--- config.mk ---
export PLATFORM = sky130hd
export DESIGN_NAME = vec_expand_seq
export DESIGN_NICKNAME = d
export VERILOG_FILES = /design/src/rtl/vec_expand_seq.sv
export SDC_FILE = /design/constraint.sdc
export NUM_CORES = 1
export LEC_CHECK = 0
export ABC_CLOCK_PERIOD_IN_PS = 5700
export BUFFER_PORTS_ARGS = -buffer_cell sky130_fd_sc_hd__buf_4
export CAP_MARGIN = 20
export CORE_UTILIZATION = 55
export CTS_CLUSTER_SIZE = 40
export DETAILED_ROUTE_END_ITERATION = 10
export PLACE_DENSITY = 0.78
export SLEW_MARGIN = 20
export SYNTH_ARGS = -nofsm -noshare
export SYNTH_HDL_FRONTEND = slang
export SYNTH_SLANG_ARGS = --single-unit
--- constraint.sdc ---
create_clock -name clk -period 5.7 [get_ports clk]
set_clock_uncertainty 0.2 [all_clocks]
set_input_delay 1.14 -clock clk [delete_from_list [all_inputs] [get_ports clk]]
set_output_delay 1.14 -clock clk [all_outputs]
set_load 0.02 [all_outputs]
--- src/rtl/vec_expand_seq.sv ---
module vec_expand_seq #(
  parameter int NREG = 32,
  parameter int OPW = 7,
  parameter int VMAX = 32,
  parameter int LENW = 8,
  localparam int RW = $clog2(NREG),
  localparam int PW = $clog2(VMAX),
  localparam int LW = PW + 1
) (
  input  logic            clk,
  input  logic            rst_n,
  input  logic            cfg_we,
  input  logic            cfg_kind,
  input  logic [RW-1:0]   cfg_reg,
  input  logic            cfg_flag,
  input  logic [LENW-1:0] cfg_len,
  input  logic            in_valid,
  output logic            in_ready,
  input  logic [OPW-1:0]  in_opc,
  input  logic [RW-1:0]   in_rd,
  input  logic [RW-1:0]   in_rs1,
  input  logic [RW-1:0]   in_rs2,
  input  logic [VMAX-1:0] in_pred,
  output logic            out_valid,
  input  logic            out_ready,
  output logic [OPW-1:0]  out_opc,
  output logic [RW-1:0]   out_rd,
  output logic [RW-1:0]   out_rs1,
  output logic [RW-1:0]   out_rs2,
  output logic            exc_o,
  output logic [LW-1:0]   vl_o
);

  logic [NREG-1:0] vflag;
  logic [LW-1:0]   vl_q;
  logic            busy, exc_q;
  logic [LW-1:0]   idx, cnt;
  logic [OPW-1:0]  opc_q;
  logic [RW-1:0]   rd_q, rs1_q, rs2_q;
  logic            mrd_q, mrs1_q, mrs2_q;
  logic [VMAX-1:0] pred_q;

  logic acc, f_rd, f_rs1, f_rs2, vec_mode, ovf, live, step, last;

  assign in_ready = ~busy;
  assign acc      = in_valid & ~busy;
  assign f_rd     = vflag[in_rd];
  assign f_rs1    = vflag[in_rs1];
  assign f_rs2    = vflag[in_rs2];
  assign vec_mode = (f_rd | f_rs1 | f_rs2) && (vl_q > LW'(1));

  always_comb begin
    ovf = 1'b0;
    if (f_rd  && (int'(in_rd)  + int'(vl_q) > NREG)) ovf = 1'b1;
    if (f_rs1 && (int'(in_rs1) + int'(vl_q) > NREG)) ovf = 1'b1;
    if (f_rs2 && (int'(in_rs2) + int'(vl_q) > NREG)) ovf = 1'b1;
  end

  assign live = pred_q[idx[PW-1:0]];
  assign step = busy & (~live | out_ready);
  assign last = (idx == cnt - LW'(1));

  always_ff @(posedge clk) begin
    if (!rst_n) begin
      vflag <= '0;
      vl_q  <= '0;
    end else if (cfg_we) begin
      if (!cfg_kind)
        vflag[cfg_reg] <= cfg_flag;
      else if (cfg_reg != '0)
        vl_q <= (cfg_len > LENW'(VMAX)) ? LW'(VMAX) : LW'(cfg_len);
    end
  end

  always_ff @(posedge clk) begin
    if (!rst_n) begin
      busy   <= 1'b0;
      exc_q  <= 1'b0;
      idx    <= '0;
      cnt    <= '0;
      opc_q  <= '0;
      rd_q   <= '0;
      rs1_q  <= '0;
      rs2_q  <= '0;
      mrd_q  <= 1'b0;
      mrs1_q <= 1'b0;
      mrs2_q <= 1'b0;
      pred_q <= '0;
    end else begin
      exc_q <= acc & vec_mode & ovf;
      if (acc && !(vec_mode && ovf)) begin
        busy   <= 1'b1;
        idx    <= '0;
        cnt    <= vec_mode ? vl_q : LW'(1);
        opc_q  <= in_opc;
        rd_q   <= in_rd;
        rs1_q  <= in_rs1;
        rs2_q  <= in_rs2;
        mrd_q  <= vec_mode & f_rd;
        mrs1_q <= vec_mode & f_rs1;
        mrs2_q <= vec_mode & f_rs2;
        pred_q <= vec_mode ? in_pred : '1;
      end else if (step) begin
        if (last) busy <= 1'b0;
        else      idx  <= idx + LW'(1);
      end
    end
  end

  assign out_valid = busy & live;
  assign out_opc   = opc_q;
  assign out_rd    = rd_q  + (mrd_q  ? RW'(idx) : '0);
  assign out_rs1   = rs1_q + (mrs1_q ? RW'(idx) : '0);
  assign out_rs2   = rs2_q + (mrs2_q ? RW'(idx) : '0);
  assign exc_o     = exc_q;
  assign vl_o      = vl_q;

endmodule

==> results of run 1 <==
cell usage in the layout (no fill, tap or decap), types with 8 or more instances in the layout:
| master | count |
|---|---|
| a21o_1 | 10 |
| a21oi_1 | 59 |
| and2_1 | 13 |
| buf_4 | 105 |
| clkbuf_16 | 9 |
| dfxtp_1 | 109 |
| ha_1 | 29 |
| inv_1 | 31 |
| mux2i_1 | 59 |
| mux4_2 | 17 |
| nand2_1 | 109 |
| nand3_1 | 24 |
| nand4_1 | 10 |
| nor2_1 | 46 |
| nor2b_1 | 8 |
| nor3_1 | 8 |
| o21ai_0 | 14 |
| o21ai_1 | 20 |
| o221a_1 | 33 |
| xnor2_1 | 25 |
sequential cells by signal, summed over array words and instances (netlist names):
name,flops
rs1_q,5
mrs2_q,1
cnt,6
exc_o,1
rs2_q,5
vflag,32
out_opc,7
pred_q,32
vl_o,6
mrd_q,1
idx,6
mrs1_q,1
busy,1
rd_q,5
cells by family after synthesis:
family	count (synthesis)	synth area share
multiplexers	78	0.149
flip-flops	109	0.321
AND/OR/NAND/NOR	261	0.185
XOR/XNOR	31	0.0400
AO/OA/AOI/OAI	171	0.178
buffers and inverters	84	0.0551
adder cells (fa/ha/maj)	35	0.0711
per-stage QoR:
step / cell area (sq um) / hold WS (ns) / util
6_report: 7850 / 0.261 / 0.653
5_1_grt: 7850 / 0.285 / 0.653
4_1_cts: 7850 / 0.265 / 0.653
3_5_place_dp: 7520 / 0.253 / 0.626
3_3_place_gp: 7520 / 0.243 / 0.626
2_1_floorplan: 6790 / 0.239 / -
routing by layer:
metal  track usage  vias to the layer above  wire [microns]
li1              -                     2898               -
met2         0.483                      216            8570
met5             0                        -               0
met3        0.0471                       47             960
met1         0.348                     2918            7600
met4         0.117                        0             478
worst min-delay path, stage by stage, from the launching register on:
cell and delay (ns):
dfxtp_1 0.31, nand2_1 0.05, mux2i_1 0.05
worst max-delay path by stage:
| stage | start | endpoint | depth (start not counted) |
|---|---|---|---|
| final | in_rs2[1] | pred_q[31] | 10 |
| after global routing | in_rs2[1] | pred_q[9] | 10 |
| after CTS | in_rs2[1] | pred_q[2] | 10 |
| after detailed placement | in_rs2[1] | pred_q[3] | 10 |
| after global placement | in_rs2[1] | pred_q[6] | 10 |
| after floorplan | in_rd[1] | cnt[0] | 15 |
area by class of cell:
cell class              count  area share
clock buffers               9      0.0287
clock inverters             7      0.0129
inverters                  33      0.0158
multi-input cells         576       0.541
flip-flops and latches    109       0.278
well taps                 147      0.0234
repair buffers            105       0.100
where the power goes:
group / total [W] / internal [W] / switching [W]
sequential: 0.000832 / 0.000800 / 0.0000315
clock: 0.000683 / 0.000356 / 0.000326
combinational: 0.000319 / 0.000147 / 0.000172
==> results by group, run 1 <==
Drt
  • Via/cell ratio: 6.17
  • Avg WL per Cell: 17.9 microns
  • WL final: 17,600 microns
  • Via Count: 6,079
  • DR iter-0 viols: 551
  • Drt first pass iters: 5
  • Routed Antenna Nets: 0
  • Remaining DRCs: 0

Worst setup path
  • Crit Path Class: in -> reg
  • Cell family with most CP delay: simple AND/OR/NAND/NOR gates
  • R2R depth: 9
  • Crit path launch type: input port
  • Reg2reg end: pred_q[31]
  • Critical Path AT: 4.69 ns
  • Worst Path Max Fanout: 33
  • Crit-path max cell delay: 0.62 ns
  • RR Startpoint: vl_o[1]
  • CP required: 5.76 ns
  • CP Buf/Inv Count: 2
  • R2r setup slk: 1.47 ns
  • Worst setup EP type: flip-flop
  • Crit-path cells: buf_4, inv_1, fa_1, xnor2_1, nor3b_1, a31oi_1, o311ai_1, and2_1, nand3_2, o221a_1
  • Slowest cell on crit path: nand3_2

STA
  • Final Hold Viols: 0
  • Pins Over Slew Limit: 0
  • Final count of negative-setup-slack endpoints: 0
  • RSZ-0062 raised after global routing: no
  • Fin crit period: 4.64 ns
  • PnR worst setup slack: 1.06 ns
  • Fin crit share: 0.813
  • Fmax: 216 MHz
  • Worst Max-Slew Pin Slew: 1.00 ns
  • Setup TNS: 0 ns
  • Normalized max-slew margin: 0.332

Power
  • Overall Power: 0.00183 W
  • Max VDD drop: 0.147 mV
  • PD cells: 234 nW/um^2
  • Leak: 3.20 nW

Floorplanning
  • Full die area: 12,800 sq um
  • Row Count: 40
  • DIE WIDTH: 113 microns
  • Core footprint: 12,000 sq um
  • I/O pin count: 105
  • Die Ht: 113 microns
  • Starting density of the core: 0.565

CTS
  • CTS tree: yes
  • Hold buffers post-CTS: 0
  • Post-CTS setup buffers: 0
  • CTS clock-pin slew for the worst setup and hold paths: 0.08 ns
  • Clk_lat worst skew: 0.37 ns
  • CTS Buffer Depth: 2
  • Cts bufs inserted: 9
  • Clock Root Buffer: clkbuf_16
  • Sink Count: 109
  • H-tree levels: 3
  • CTS resizes: 0

Layout
  • Register Area: 2180 sq um
  • Area of the multi-input gates: 4240 sq um
  • Fillers: 991
  • N_diodes: 0
  • Final Net Count: 943
  • P&R area growth vs syn: 15.5%
  • Layout cells sized above 1: 0.182
  • Finished Layout Cells: 986

Synthesis
  • Synth Register Bits: 109
  • Yosys top cell area share: 0.321
  • Sequential share of the synthesized area: 0.321
  • Netlist cell types: 58
  • Most used DFF post-synth: dfxtp_1
  • Post-Synthesis Cell Area: 6790 sq um
  • Synth Instances: 769
  • Syn_area_per_cell: 8.83 sq um
  • Synth warn: 0
  • Synth area leaders: dfxtp_1 (32%), mux2i_1 (8.7%), nand2_1 (6.0%)
  • FFs w/ async S/R, synth: 0
  • Syn nets: 878
  • Post-synth top area cell: dfxtp_1
  • Post-synth EDFFs: 0
  • Commonest cells in the netlist: dfxtp_1 (109), nand2_1 (109), a21oi_1 (59), mux2i_1 (59), nor2_1 (46)

Min path
  • Worst hold start: out_opc[0]
  • Hold Path Sink: out_opc[0]
  • HP Class: reg -> reg
  • Hold Crit Depth: 2

GRT
  • Total GRT Usage: 0.280
  • Initial antenna violation count: 0
  • GRT overflow: 0
  • First-pass GRT wire length: 28,400 microns
  • Largest net degree at the start of global routing: 75
  • Vias in the first global route: 5,846

Place
  • DPL Wire Length: 12,700 microns
  • Placer congestion estimate: 0.891
  • Post-place setup slack: 0.919 ns
  • # placed instances: 970
  • Port Buffer Count: 104

Run status
  • Status: finished clean

Flow run
  • Max-Cap Viols: 0
No activity file was read; power rests on OpenSTA's default activity.
==> run 2, diff against run 1 <==
ABC_CLOCK_PERIOD_IN_PS = 4000   (was 5700)
CORE_UTILIZATION = 52   (was 55)
PLACE_DENSITY = 0.77   (was 0.78)
clock period = 4 ns   (was 5.7 ns; I/O delays follow)
==> results by group, run 2 (synthesis results as in run 1) <==
Floorplanning
  • DIE WIDTH: 116 microns (+2.8%)
  • Full die area: 13,500 sq um (+5.7%)
  • Core footprint: 12,700 sq um (+5.5%)
  • Starting density of the core: 0.536 (-0.0294)
  • Row Count: 41 (+2.5%)
  • I/O pin count: 105 (unchanged)
  • Die Ht: 116 microns (+2.8%)

Place
  • Post-DP Area: 7630 sq um (+1.5%)
  • Post-place setup slack: 0.293 ns (-0.626 ns)
  • Port Buffer Count: 104 (unchanged)
  • DPL Wire Length: 13,600 microns (+7.0%)
  • # placed instances: 1,004 (+3.5%)
  • Placer congestion estimate: 0.904 (+1.5%)

Drt
  • Via/cell ratio: 6.03 (-2.3%)
  • Remaining DRCs: 0 (unchanged)
  • DR iter-0 viols: 388 (-30%)
  • Drt first pass iters: 5 (unchanged)
  • Routed Antenna Nets: 0 (unchanged)
  • WL final: 18,200 microns (+3.3%)
  • Avg WL per Cell: 17.8 microns (-0.18%)
  • Via Count: 6,146 (+1.1%)

Layout
  • Final Net Count: 952 (+0.95%)
  • Commonest non-fill, non-tap cell in the layout: buf_4
  • P&R area growth vs syn: 16.7%
  • Fillers: 1,088 (+9.8%)
  • Final Instance Area: 7920 sq um (+0.97%)
  • N_diodes: 0 (unchanged)
  • Finished Layout Cells: 1,020 (+3.4%)
  • Most frequent cells in the layout: buf_4 (113), nand2_1 (109), dfxtp_1 (109), a21oi_1 (59), mux2i_1 (59)
  • Layout cells sized above 1: 0.190 (+0.00750)

Power
  • PD cells: 321 nW/um^2 (+37%)
  • Max VDD drop: 0.329 mV (+120%)
  • Leak: 3.24 nW (+1.1%)

Flow run
  • Max-Cap Viols: 0 (unchanged)

Worst setup path
  • Crit path launch type: flip-flop
  • Slowest cell on crit path: dfxtp_1
  • Critical Path AT: 2.73 ns (-1.96 ns)
  • Crit-path cells: buf_4, mux4_2, mux4_2, mux2i_1, nor2_1, buf_4
  • RR Startpoint: vl_o[0]
  • Crit. Startpoint: idx[0]
  • CP required: 3.00 ns (-2.76 ns)
  • Worst setup EP type: output pin
  • Crit Path Class: reg -> out
  • Crit-path max cell delay: 0.55 ns (-0.07 ns)
  • Worst Path Max Fanout: 10 (-70%)

CTS
  • CTS resizes: 0 (unchanged)
  • H-tree levels: 3 (unchanged)
  • CTS tree: yes
  • CTS clock-pin slew for the worst setup and hold paths: 0.08 ns (about the same)
  • Clock Root Buffer: clkbuf_16
  • Post-CTS setup buffers: 0 (unchanged)
  • Hold buffers post-CTS: 0 (unchanged)
  • CTS Buffer Depth: 2 (unchanged)
  • Cts bufs inserted: 9 (unchanged)
  • Clk_lat worst skew: 0.36 ns (about the same)
  • Sink Count: 109 (unchanged)

STA
  • Normalized max-slew margin: 0.350 (+0.0175)
  • Pins Over Slew Limit: 0 (unchanged)
  • Worst Max-Slew Pin Slew: 0.974 ns (-0.0262 ns)
  • Fin crit period: 3.73 ns
  • Setup TNS: 0 ns (unchanged)
  • Final Hold Viols: 0 (unchanged)
  • Fmax: 268 MHz
  • PnR worst setup slack: 0.269 ns (-0.794 ns)
  • RSZ-0062 raised after global routing: no
  • Fin crit share: 0.933
  • Final count of negative-setup-slack endpoints: 0 (unchanged)

GRT
  • Vias in the first global route: 5,645 (-3.4%)
  • First-pass GRT wire length: 28,400 microns (+0.15%)
  • Total GRT Usage: 0.274 (-0.00593)
  • Largest net degree at the start of global routing: 60 (-20%)
  • Initial antenna violation count: 0 (unchanged)
  • GRT overflow: 0 (unchanged)

Min path
  • Worst hold start: out_opc[6]
  • HP Class: reg -> reg

Run status
  • Status: finished clean
==> run 2: changes by cell type in the layout (fill, tap and decap cells not counted), sizes merged <==
cell,before,now
buf,105,114
bufinv,1,0
clkbuf,9,10
clkinvlp,1,0
inv,36,37
==> run 2: layout make-up <==
type | instances | area, sq um | area share
Inverter | 33 | 124 | 0.0156
Clock buffer | 10 | 229 | 0.0289
Tap cell | 172 | 215 | 0.0272
Clock inverter | 6 | 62.6 | 0.00790
Sequential cell | 109 | 2180 | 0.275
Multi-Input combinational cell | 576 | 4240 | 0.535
Timing Repair Buffer | 114 | 868 | 0.110
==> run 2: final timing paths <==
| kind | to | slack, ns | cells past startpoint |
|---|---|---|---|
| max | out_valid | 0.27 | 6 |
| min | out_opc[6] | 0.26 | 2 |
| max reg2reg | pred_q[14] | 0.60 | 11 |
| min reg2reg | out_opc[6] | 0.26 | 2 |
==> run 2: per-layer routing <==
metal,wire length [microns],track usage,vias up
met2,8930,0.475,248
met5,0,0,-
met1,7600,0.345,2954
li1,-,-,2916
met3,1220,0.0472,28
met4,436,0.0923,0
==> run 2: critical path, delay by kind of cell, from the launching register on <==
kind / cells / cell delay, ns
muxes: 3 / 1.27
and+or+nand+nor: 1 / 0.08
DFF: 1 / 0.55
buffers and inverters: 2 / 0.46
==> run 2: report_power, final <==
group | internal, W | leakage [nW] | switching (W)
combinational | 0.000217 | 2.20 | 0.000251
sequential | 0.00114 | 0.892 | 0.0000420
clock | 0.000441 | 0.143 | 0.000448
==> run 2: metrics by stage <==
step                utilization  hold slack [ns]  power [W]
floorplan                     -            0.239    0.00150
global placement          0.602            0.242    0.00165
detailed placement        0.602            0.255    0.00167
CTS                       0.625            0.266    0.00255
global route              0.625            0.284    0.00263
finish                    0.625            0.262    0.00254
==> run 3, diff against run 2 <==
RECOVER_POWER = 100   (was default)
==> results by group, run 3 (synthesis results as in run 1) <==
Flow run
  • Max-Cap Viols: 1 (+1)

STA
  • Hold WS: 0.260 ns (-0.00184 ns)
  • Worst Max-Slew Pin Slew: 1.71 ns (+0.739 ns)
  • Final count of negative-setup-slack endpoints: 0 (unchanged)
  • Fin crit share: 0.935 (+0.00225)
  • Setup TNS: 0 ns (unchanged)
  • Normalized max-slew margin: -0.143 (-0.493)
  • Final Hold Viols: 0 (unchanged)
  • RSZ-0062 raised after global routing: no
  • Pins Over Slew Limit: 56 (+56)
  • Fin crit period: 3.74 ns (+0.00898 ns)
  • Fmax: 267 MHz (-0.24%)
  • PnR worst setup slack: 0.261 ns (-0.00898 ns)

GRT
  • Largest net degree at the start of global routing: 60 (unchanged)
  • Gr busiest metal: met2
  • Initial antenna violation count: 0 (unchanged)
  • GR Util met2: 0.475 (unchanged)
  • Total GRT Usage: 0.274 (unchanged)
  • Met3 global-route usage: 0.0472 (unchanged)
  • Met1 GRT Util: 0.345 (unchanged)
  • Vias in the first global route: 5,645 (unchanged)
  • GRT overflow: 0 (unchanged)
  • First-pass GRT wire length: 28,400 microns (unchanged)

Power
  • Max VDD drop: 0.333 mV (+1.1%)
  • PD cells: 325 nW/um^2 (+1.2%)
  • Leak: 3.10 nW (-4.2%)
  • Overall Power: 0.00252 W (-0.65%)

Drt
  • Via Count: 6,126 (-0.33%)
  • Remaining DRCs: 0 (unchanged)
  • WL final: 18,300 microns (+0.58%)
  • Drt first pass iters: 4 (-1)
  • DR iter-0 viols: 389 (+0.26%)
  • Routed Antenna Nets: 0 (unchanged)
  • Via/cell ratio: 6.01 (-0.33%)
  • Avg WL per Cell: 17.9 microns (+0.58%)

CTS
  • Clk_lat worst skew: 0.36 ns (about the same)
  • CTS Buffer Depth: 2 (unchanged)
  • Hold buffers post-CTS: 0 (unchanged)
  • H-tree levels: 3 (unchanged)
  • CTS resizes: 0 (unchanged)
  • CTS tree: yes
  • Sink Count: 109 (unchanged)
  • Cts bufs inserted: 9 (unchanged)
  • Post-CTS setup buffers: 0 (unchanged)
  • CTS clock-pin slew for the worst setup and hold paths: 0.08 ns (about the same)
  • Clock Root Buffer: clkbuf_16

Worst setup path
  • Worst setup EP type: output pin
  • Crit path to: out_rs2[4]
  • Cell family with most CP delay: buffers and inverters
  • CP Buf/Inv Count: 4 (+2)
  • Worst Path Max Fanout: 10 (unchanged)
  • Crit-path max cell delay: 0.55 ns (about the same)
  • R2R depth: 12 (+1)
  • Crit-path cells: buf_4, and2_1, ha_1, inv_1, fa_1, inv_1, a21o_1, a21oi_1, xnor2_1, clkbuf_1
  • Slowest cell on crit path: dfxtp_1
  • Crit. Startpoint: idx[0]
  • Crit path launch type: flip-flop
  • RR Startpoint: vl_o[1]
  • Critical Path AT: 2.74 ns (about the same)
  • Crit Path Class: reg -> out
  • Critical path's most frequent cell: inv_1
  • Critical path depth: 10 (+4)
  • CP required: 3.00 ns (about the same)
  • R2r setup slk: 0.35 ns (-0.25 ns)
  • Reg2reg end: rd_q[1]

Layout
  • Final Instance Area: 7770 sq um (-1.9%)
  • Most frequent cells in the layout: nand2_1 (109), dfxtp_1 (109), buf_4 (82), a21oi_1 (59), mux2i_1 (59)
  • N_diodes: 0 (unchanged)
  • Final Net Count: 952 (unchanged)
  • Fillers: 1,127 (+3.6%)
  • Layout cells sized above 1: 0.146 (-0.0436)
  • P&R area growth vs syn: 14.5%

Place
  • Port Buffer Count: 104 (unchanged)
  • Placer congestion estimate: 0.904 (unchanged)
  • DPL Wire Length: 13,600 microns (unchanged)
  • Post-DP Area: 7630 sq um (unchanged)
  • Post-place setup slack: 0.293 ns (unchanged)

Floorplanning
  • Starting density of the core: 0.536 (unchanged)
  • Full die area: 13,500 sq um (unchanged)
  • Core footprint: 12,700 sq um (unchanged)
  • I/O pin count: 105 (unchanged)
  • Die Ht: 116 microns (unchanged)
  • Row Count: 41 (unchanged)
  • DIE WIDTH: 116 microns (unchanged)

Run status
  • Status: finished with violations
  • Failing checks: capacitance limit, slew limit

Min path
  • HP Class: reg -> reg
[run 3: layout make-up]
class | instances | area, sq um | share of cell area
well taps | 172 | 215 | 0.0277
clock inverters | 6 | 62.6 | 0.00805
flip-flops and latches | 109 | 2180 | 0.281
multi-input cells | 576 | 4220 | 0.543
repair buffers | 114 | 743 | 0.0956
clock buffers | 10 | 229 | 0.0294
inverters | 33 | 124 | 0.0159
[run 3: how the worst min path moves through the flow]
stage / start / end / slack [ns] / depth (start not counted)
2_1_floorplan: rd_q[0] / rd_q[0] / 0.24 / 2
3_3_place_gp: out_opc[1] / out_opc[1] / 0.24 / 2
3_5_place_dp: rs1_q[2] / rs1_q[2] / 0.26 / 2
4_1_cts: out_opc[6] / out_opc[6] / 0.27 / 2
5_1_grt: out_opc[2] / out_opc[2] / 0.28 / 2
6_report: out_opc[2] / out_opc[2] / 0.26 / 2
[run 3: routing by layer]
layer  share of wire  vias up
li1                -     2913
met1            0.43     2967
met2            0.49      221
met3           0.057       25
met4           0.021        0
met5               0        -
[run 3: tightest hold or removal path, delay by kind of cell (launching register included)]
kind / cells / cell delay, ns
flops: 1 / 0.31
mux: 1 / 0.05
simple gates: 1 / 0.05
[run 3: through the flow]
| step | cells | util |
|---|---|---|
| CTS | 1020 | 0.625 |
| detailed placement | 1004 | 0.602 |
| global placement | 1004 | 0.602 |
| floorplan | 769 | - |
| finish | 1020 | 0.614 |
| global route | 1020 | 0.614 |
[run 3: report_power, final]
| part | switching (W) | leakage, nW | internal (W) |
|---|---|---|---|
| clock | 0.000450 | 0.143 | 0.000441 |
| combinational | 0.000249 | 2.07 | 0.000200 |
| sequential | 0.0000419 | 0.892 | 0.00114 |
| total | 0.000741 | 3.10 | 0.00178 |
